--- src/rtl/pix_bus_packer.sv ---
module pix_bus_packer #(
  parameter int CNT_W = 20
) (
  input  logic             clk,
  input  logic             rst_n,
  input  logic [1:0]       cfg_depth,
  input  logic [1:0]       cfg_width,
  input  logic [CNT_W-1:0] frame_len,
  input  logic             start,
  output logic             busy,
  output logic             cfg_err,
  output logic [1:0]       cyc_fmt,
  input  logic             pix_valid,
  output logic             pix_ready,
  input  logic [23:0]      pix_data,
  output logic             word_valid,
  input  logic             word_ready,
  output logic [15:0]      word_data,
  output logic             frame_done
);

  localparam int PIX_W = 24;
  localparam int BUS_W = 16;
  localparam int ACC_W = 2 * PIX_W;
  localparam int NB_W  = $clog2(ACC_W + 1);

  logic [4:0]       dlen, wlen, d_q, w_q;
  logic [6:0]       d7, w7;
  logic             en;
  logic [CNT_W-1:0] rem;
  logic [ACC_W-1:0] acc, ins;
  logic [NB_W-1:0]  nbits;
  logic [PIX_W-1:0] pix_la;
  logic             push, pop, last_out;

  assign dlen = (cfg_depth == 2'd0) ? 5'd12 :
                (cfg_depth == 2'd1) ? 5'd16 :
                (cfg_depth == 2'd2) ? 5'd18 : 5'd24;
  assign wlen = (cfg_width == 2'd0) ? 5'd8  :
                (cfg_width == 2'd1) ? 5'd9  :
                (cfg_width == 2'd2) ? 5'd12 : 5'd16;
  assign d7 = {2'b00, dlen};
  assign w7 = {2'b00, wlen};

  always_comb begin
    cfg_err = 1'b0;
    cyc_fmt = 2'd0;
    if (d7 == w7)                cyc_fmt = 2'd0;
    else if (d7 == 7'd2 * w7)    cyc_fmt = 2'd1;
    else if (d7 == 7'd3 * w7)    cyc_fmt = 2'd2;
    else if (7'd2 * d7 == 7'd3 * w7) cyc_fmt = 2'd3;
    else                         cfg_err = 1'b1;
  end

  assign pix_la   = pix_data << (6'(PIX_W) - 6'(d_q));
  assign ins      = {pix_la, {PIX_W{1'b0}}} >> nbits;
  assign last_out = (rem == '0) && (nbits != '0);

  assign busy       = en;
  assign pix_ready  = en && (rem != '0) && (nbits < NB_W'(w_q));
  assign word_valid = en && ((nbits >= NB_W'(w_q)) || last_out);
  assign word_data  = BUS_W'(acc >> (7'(ACC_W) - 7'(w_q)));

  assign push = pix_valid && pix_ready;
  assign pop  = word_valid && word_ready;

  always_ff @(posedge clk or negedge rst_n) begin
    if (!rst_n) begin
      en         <= 1'b0;
      rem        <= '0;
      acc        <= '0;
      nbits      <= '0;
      d_q        <= 5'd16;
      w_q        <= 5'd16;
      frame_done <= 1'b0;
    end else begin
      frame_done <= 1'b0;
      if (!en) begin
        if (start && !cfg_err) begin
          en    <= 1'b1;
          rem   <= frame_len;
          acc   <= '0;
          nbits <= '0;
          d_q   <= dlen;
          w_q   <= wlen;
        end
      end else if ((rem == '0) && (nbits == '0)) begin
        en         <= 1'b0;
        frame_done <= 1'b1;
      end else if (push) begin
        acc   <= acc | ins;
        nbits <= nbits + NB_W'(d_q);
        rem   <= rem - CNT_W'(1);
      end else if (pop) begin
        acc   <= acc << w_q;
        nbits <= (nbits >= NB_W'(w_q)) ? nbits - NB_W'(w_q) : '0;
      end
    end
  end

endmodule


--- config.mk ---
export PLATFORM = sky130hd
export DESIGN_NAME = pix_bus_packer
export DESIGN_NICKNAME = d
export VERILOG_FILES = /design/src/rtl/pix_bus_packer.sv
export SDC_FILE = /design/constraint.sdc
export NUM_CORES = 1
export LEC_CHECK = 0
export ABC_CLOCK_PERIOD_IN_PS = 8780
export CORE_MARGIN = 4
export CORE_UTILIZATION = 40
export DETAILED_ROUTE_END_ITERATION = 10
export HOLD_SLACK_MARGIN = 0.05
export PLACE_DENSITY = 0.58
export SETUP_SLACK_MARGIN = 0.02
export SLEW_MARGIN = 20
export SYNTH_ARGS = -nofsm -noshare
export SYNTH_HDL_FRONTEND = slang
export SYNTH_SLANG_ARGS = --single-unit
export TNS_END_PERCENT = 5
--- constraint.sdc ---
create_clock -name clk -period 8.78 [get_ports clk]
set_input_delay 2.634 -clock clk [delete_from_list [all_inputs] [get_ports clk]]
set_output_delay 2.634 -clock clk [all_outputs]
set_load 0.02 [all_outputs]
Word level (Yosys, flattened, before mapping)
Index checks and enable logic that the tools add are counted.
{"block": "word_totals", "reg_bits": 86, "out_inout_bits": 23, "elab_cells": 86}
{"block": "op_classes", "add_sub_neg": 5, "multipliers": 1, "magnitude_cmp": 2, "eq_ne": 11, "shifts": 4, "mux": 34, "bitwise_logic": 2, "n_reduce_logical": 20}
{"op": "$mux 48", "n": 5}
{"op": "$mux 20", "n": 4}
{"op": "$or 48x48->48", "n": 1}
{"op": "$shl 48x5->48", "n": 1}
{"op": "$shr 48x6->48", "n": 1}
{"op": "$shr 48x7->16", "n": 1}
{"op": "$mux 6", "n": 6}
{"op": "$shl 24x6->24", "n": 1}
{"op": "$logic_not 20->1", "n": 1}
{"op": "$mux 5", "n": 4}
{"op": "$reduce_bool 20->1", "n": 1}
{"op": "$sub 20x1->20 const B", "n": 1}
{"op": "$mux 1", "n": 9}
{"op": "$logic_and 1x1->1", "n": 8}
{"op": "$mux 2", "n": 4}
{"op": "$mux 4", "n": 2}
{"op": "$eq 5x7->1", "n": 1}
{"op": "$eq 6x7->1", "n": 1}
{"op": "$mul 2x5->7 const A", "n": 1}
{"op": "$sub 6x5->7 const A", "n": 1}
{"op": "$add 6x5->6", "n": 1}
{"op": "$eq 5x6->1", "n": 1}
{"op": "$ge 6x5->1", "n": 1}
{"op": "$logic_not 6->1", "n": 1}
{"op": "other kinds (17)", "n": 21}

Longest topological paths before layout
Gate-level depths: netlist (run 1).
{"block": "depth", "depth_word": 14, "mapped_depth": 15, "mapped_depth_nobuf": 12}

Least setup slack after synthesis (run 1)
Ideal clock, no wire load.
{"block": "synth_path", "path_type": "input port to output port", "startpoint": "in cfg_depth[0]", "endpoint": "out cfg_err", "arrival_time_ns": 4.191, "slack_ns": 1.955, "path_stages": 7, "path_cell_list": "inv_1 ha_1 inv_1 ha_1 a2bb2oi_1 o32ai_1 nor3_1"}
{"block": "synth_via", "elab_chain_len": 9}
{"element": "from (decl)", "line": "6", "text": "input logic [1:0] cfg_depth,"}
{"element": "$eq 2x2->1", "line": "38", "text": "(cfg_depth == 2'd2) ? 5'd18 : 5'd24;"}
{"element": "$mux 4", "line": "38"}
{"element": "$mux 4", "line": "37", "text": "(cfg_depth == 2'd1) ? 5'd16 :"}
{"element": "$mux 5 *", "line": "36", "text": "assign dlen = (cfg_depth == 2'd0) ? 5'd12 :"}
{"element": "net dlen[1]", "line": "27", "text": "logic [4:0] dlen, wlen, d_q, w_q;"}
{"element": "$eq 6x7->1", "line": "51", "text": "else if (7'd2 * d7 == 7'd3 * w7) cyc_fmt = 2'd3;"}
{"element": "$mux 1", "line": "51"}
{"element": "$mux 1", "line": "50", "text": "else if (d7 == 7'd3 * w7) cyc_fmt = 2'd2;"}
{"element": "$mux 1", "line": "49", "text": "else if (d7 == 7'd2 * w7) cyc_fmt = 2'd1;"}
{"element": "$mux 1 *", "line": "48", "text": "if (d7 == w7) cyc_fmt = 2'd0;"}
{"element": "to (decl)", "line": "11", "text": "output logic cfg_err,"}
Mark *: on every way through the listed nets, which the timed path passes. The rest lies on a longest branch.

Final worst setup path (run 1)
Same ends and word-level chain as after synthesis.

==> out/qor.yml, run 1 <==
cts_buffers: 9
die_x_um: 175
power_leakage_nw: 4.30
synth-seq-cells: 84
ff2ff_path_depth: 13
tightest_slew_ps: 1070
ys_top_cells_by_area: "dfrtp_1 18%, mux4_2 9.3%, mux2i_1 7.3%"
holdWs_ps: 574
maxCapViolations: 0
viasPerCell: 6.73
wl_per_cell_um: 23.7
r2r_slack_ps: 3760
crit_buf_inv: 4
drt-total-wl_um: 43100
p_int_w: 0.00149
place.gp.congestion: 0.968
drtIter0Drc: 1569
synth_ff_type: "dfrtp_1"
p_sw_share_pct: 53.3
ios: 76
synthArstFlopShare_pct: 100
status: "complete, no violations"
hold_end: "rem[0]"
synth.top_cells.by_count: "154 x nand2_1, 144 x a21oi_1, 124 x nor2_1"
num_vias: 12300
ys_types: 89
required_ps: 6150
timing.rr.start: "nbits[0]"
grt_overflow: 0
hold_violations: 0
crit_slowest_cell: "clkdlybuf4s50_1"
grt_usage_pct: 27.5
grt_first_pass_wirelength_um: 68100
power_density_nw_per_um2: 256
cts_max_path_buffers: 2
antenna_cells: 0
crit_start: "cfg_depth[0]"
clk_latency_ps: 360
finalMaxSlewViolations: 0
timing.rr.end: "acc[1]"
p_clk_share_pct: 13.1
start_util_pct: 41.1
synthToLayoutAreaGrowth_pct: 10.9
syn_area_um2: 11200
cts-root-buf: "clkbuf_16"
cpPeakStageDelay_ps: 640
die_h_um: 175
synth_edf_count: 0
antenna_found_initial: 0
portBuffers: 75
critPathKind: "input pin to output pin"
first_global_vias: 11500
hold_class: "flip-flop to flip-flop"
post-route-min-period_ps: 7750
start_kind: "input pin"
cts_resized: 0
hold_depth: 2
switchingPower_w: 0.00169
cts_setup_buffers: 0
fin_util_pct: 45.6
synth_seq_area_share_pct: 18.8
slew_headroom_pct: 26.6
core_area_um2: 27300
yosysTopAreaCellShare_pct: 18.3
p_comb_share_pct: 62.0
cts.sinks: 84
cts_tree: "built"
path_clk_slew_ps: 70
finalClockSkew_ps: 12.8
grt_max_degree: 68
critPathMaxFanout: 7
synth.largest_area_cell: "dfrtp_1"
row_count: 60
synth_cells: 1458
grt_setup_unrepaired: "no"
syn-num-nets: 1528
path_cells: "clkdlybuf4s50_1 -> inv_1 -> ha_1 -> inv_1 -> ha_1 -> nor2_1 -> o21ai_0 -> a21oi_1 -> nor3_1 -> clkdlybuf4s50_1"
yosys_warnings: 0
finalCritPeriodShare_pct: 88.2
stdcell_count: 1821
path_delay_family: "buffers and inverters"
power.share.sequential_pct: 24.9
finalSetupTns_ps: 0
htree_num_levels: 3
synth.most_common_cell: "nand2_1"
dieArea_um2: 30700
placedCellCount: 1804
peakVddDrop_mv: 0.146
drc: 0
ctsHoldBuffers: 0
finalSetupViolations: 0
endpoint_kind: "output pin"
arrival_ps: 5110
first_pass_iters: 7
num-nets-final: 1514
fmax_mhz: 129
hold_path_startpoint: "rem[0]"
place_hpwl_um: 31200
ant_nets: 0
layout-drive-gt1-share_pct: 10.1
postSynthAreaPerCell_um2: 7.68
==> power groups by stage <==
stage | combinational [W] | clock (W) | sequential, W
floorplan | 0.00140 | 0 | 0.000652
detailed placement | 0.00191 | 0 | 0.000781
CTS | 0.00192 | 0.000419 | 0.000776
finish | 0.00197 | 0.000416 | 0.000791
global route | 0.00216 | 0.000435 | 0.000802
global placement | 0.00190 | 0 | 0.000783
==> state kept, by name, indices dropped and copies added, names as in the netlist <==
signal	cells
acc	48
rem	20
nbits	6
d_q	4
w_q	4
busy	1
frame_done	1
==> metal layers <==
layer / part of all wire, % / GRT usage, %
met3: 9.0 / 5.45
met4: 3.0 / 8.38
met2: 45 / 41.7
met5: 0 / 0
met1: 43 / 39.6
==> cells in the final DEF, fill, tap and decap left out, types with 10 or more instances in the layout <==
cell	instances
o21a_1	11
nand2b_1	12
a31oi_1	26
and2_1	13
clkdlybuf4s50_1	74
dfrtp_1	79
mux2_2	19
o21ai_0	119
inv_1	23
a2111oi_0	12
mux2i_1	82
mux4_2	46
a21oi_1	144
nand2_1	154
a211oi_1	47
ha_1	16
o22ai_1	31
buf_4	28
and3_1	12
nand3_1	58
nor3_1	39
o211ai_1	26
a21o_1	10
nor2_1	124
nor4_1	10
nor2b_1	16
o221ai_1	11
==> kinds of logic after synthesis <==
group / synth area share (%)
compound gates: 32.3
xor+xnor: 1.25
flops: 18.8
fa+ha+maj: 1.97
simple gates: 20.5
mux: 19.1
buf+inv: 6.04
==> worst max path at each step <==
stage                     slack [ps]  depth (start not counted)  endpoint
after floorplan                 1960                          7   cfg_err
after global placement          1150                          9   cfg_err
after detailed placement        1110                         10   cfg_err
after CTS                       1100                         10   cfg_err
after global routing             960                         10   cfg_err
final                           1030                         10   cfg_err
==> tightest hold or removal path: stages, from the launching register on <==
cell	delay, ps
dfrtp_1	360
nor2_1	50
a21oi_1	120
==> stage by stage <==
| step | area (um^2) | setup WS, ps | power (W) |
|---|---|---|---|
| after floorplan | 11200 | 1960 | 0.00205 |
| after global placement | 12100 | 1150 | 0.00269 |
| after global routing | 12400 | 960 | 0.00340 |
| after CTS | 12400 | 1100 | 0.00312 |
| after detailed placement | 12100 | 1110 | 0.00270 |
| final | 12400 | 1030 | 0.00318 |
==> final cells by class <==
| type | count | area, um^2 |
|---|---|---|
| multi-input cells | 1216 | 8450 |
| inverters | 30 | 113 |
| clock inverters | 7 | 85.1 |
| flip-flops and latches | 84 | 2110 |
| repair buffers | 103 | 962 |
| well taps | 372 | 465 |
| clock buffers | 9 | 225 |
| fillers | 2732 | 14800 |
No activity file was read; power rests on OpenSTA's default activity.
==> run 2: changes to the inputs <==
- SLEW_MARGIN: 20 -> default
==> run 2 against run 1 <==
Net effect:
- clock skew is 0.76 ps lower
- core utilization about the same
- total power down 0.19%
- final cell count is essentially flat
- sequential cell count did not move
- critical path depth did not move
- die area did not move
- fmax up 0.22%
- non-clock buffer count shrank 1
==> out/qor.yml, run 2 (synthesized netlist as in run 1, its figures left out) <==
drc: 0  # unchanged
ctsHoldBuffers: 0  # unchanged
start_kind: "input pin"  # unchanged
met1_usage_pct: 39.6  # unchanged
drtIter0Drc: 1602  # was 1,569
finalSetupTns_ps: 0  # unchanged
finalCritPeriodShare_pct: 88.0  # was 88.2%
arrival_ps: 5100  # was 5110 ps
start_util_pct: 41.1  # unchanged
grt_most_used_layer: "met2"  # unchanged
cts_max_path_buffers: 2  # unchanged
row_count: 60  # unchanged
top_regs: "acc (48), rem (20), nbits (6)"  # unchanged
globalRouteMet3Util_pct: 5.45  # unchanged
critPathKind: "input pin to output pin"  # unchanged
largest_reg_flops: 48  # unchanged
path_cells: "clkdlybuf4s50_1 -> inv_1 -> ha_1 -> inv_1 -> ha_1 -> nor2_1 -> o21ai_0 -> a21oi_1 -> nor3_1 -> clkdlybuf4s50_1"  # unchanged
viasPerCell: 6.75  # was 6.73
wl_per_cell_um: 23.7  # about the same
ios: 76  # unchanged
path_clk_slew_ps: 70  # about the same
crit_slowest_cell: "clkdlybuf4s50_1"  # unchanged
maxCapViolations: 0  # unchanged
multi_input_area_um2: 8450  # unchanged
finalMaxSlewViolations: 0  # unchanged
portBuffers: 75  # unchanged
finalSetupViolations: 0  # unchanged
layout-drive-gt1-share_pct: 10.0  # was 10.1%
die_h_um: 175  # unchanged
layout_commonest_cell: "nand2_1"  # unchanged
htree_num_levels: 3  # unchanged
layout_common_cells: "154 x nand2_1, 144 x a21oi_1, 124 x nor2_1"  # unchanged
grt_max_degree: 68  # unchanged
timing.rr.end: "nbits[0]"  # was acc[1]
first_global_vias: 11500  # unchanged
power_density_nw_per_um2: 256  # about the same
cts_buffers: 9  # unchanged
critical_path.endpoint: "cfg_err"  # unchanged
post-route-min-period_ps: 7730  # was 7750 ps
cts_tree: "built"  # unchanged
crit_start: "cfg_depth[0]"  # unchanged
synthToLayoutAreaGrowth_pct: 10.8  # was 10.9%
clk_latency_ps: 360  # about the same
ff2ff_path_depth: 12  # was 13
antenna_cells: 0  # unchanged
r2r_slack_ps: 3620  # was 3760 ps
holdWs_ps: 574  # about the same
first_pass_iters: 6  # was 7
met2_usage_pct: 41.7  # unchanged
seqCellArea_um2: 2110  # unchanged
antenna_found_initial: 0  # unchanged
hold_class: "flip-flop to flip-flop"  # unchanged
num-nets-final: 1513  # was 1,514
finalClockSkew_ps: 12.1  # was 12.8 ps
grt_setup_unrepaired: "no"  # unchanged
cpPeakStageDelay_ps: 640  # about the same
cts.sinks: 84  # unchanged
grt_overflow: 0  # unchanged
cts_setup_buffers: 0  # unchanged
ant_nets: 0  # unchanged
fin_util_pct: 45.5  # was 45.6%
peakVddDrop_mv: 0.146  # about the same
die_x_um: 175  # unchanged
dieArea_um2: 30700  # unchanged
timing.rr.start: "w_q[3]"  # was nbits[0]
cts_resized: 0  # unchanged
cts-root-buf: "clkbuf_16"  # unchanged
status: "complete, no violations"  # unchanged
core_area_um2: 27300  # unchanged
num_vias: 12300  # about the same
hold_path_startpoint: "rem[0]"  # unchanged
power_w: 0.00317  # was 0.00318 W
drt-total-wl_um: 43100  # about the same
fmax_mhz: 129  # about the same
hold_violations: 0  # unchanged
critPathMaxFanout: 7  # unchanged
power_leakage_nw: 4.29  # was 4.30 nW
grt_usage_pct: 27.5  # unchanged
max_flop_register: "acc"  # unchanged
place.gp.congestion: 0.968  # unchanged
slew_headroom_pct: 24.2  # was 26.6%
place_hpwl_um: 31200  # unchanged
tightest_slew_ps: 1140  # was 1070 ps
required_ps: 6150  # about the same
endpoint_kind: "output pin"  # unchanged
grt_first_pass_wirelength_um: 68100  # unchanged
fillCellCount: 2733  # was 2,732
[run 2: stage by stage]
stage	cell area (um^2)	instances	setup slack, ps
floorplan	11200	1458	1960
global placement	12100	1804	1150
detailed placement	12100	1804	1110
CTS	12400	1820	1100
global route	12400	1820	960
finish	12400	1820	1050
[run 2: worst max-delay path: cells and delay by family]
kind / cells / cell delay, ps
and+or+nand+nor: 2 / 250
adders and majority gates: 2 / 630
buffers and inverters: 4 / 1240
AOI/OAI and AO/OA: 2 / 340
[run 2: routing by layer]
layer  wire [um]  vias up
met5           0        -
met4        1220        0
met3        3780       81
met2       19300      615
met1       18900     5993
li1            -     5603
[run 2: area by class of cell]
cell class,count,area share [%]
inverter,30,0.908
clock inverter,7,0.686
sequential,84,17.0
tap,372,3.75
multi-input combinational,1216,68.1
clock buffer,9,1.82
timing repair buffer,102,7.67
[run 2: worst min-delay path by stage]
stage / end / slack [ps] / depth (start not counted)
after CTS: rem[0] / 580 / 2
after floorplan: acc[4] / 470 / 2
after global placement: rem[0] / 550 / 2
after detailed placement: rem[0] / 560 / 2
after global routing: acc[4] / 640 / 2
final: rem[0] / 570 / 2
[run 2: power breakdown]
part           switching (W)  total, W  leakage [nW]  internal, W
registers           0.000273  0.000790          1.04     0.000517
logic                0.00123   0.00197          3.11     0.000739
clock network       0.000190  0.000415         0.149     0.000225
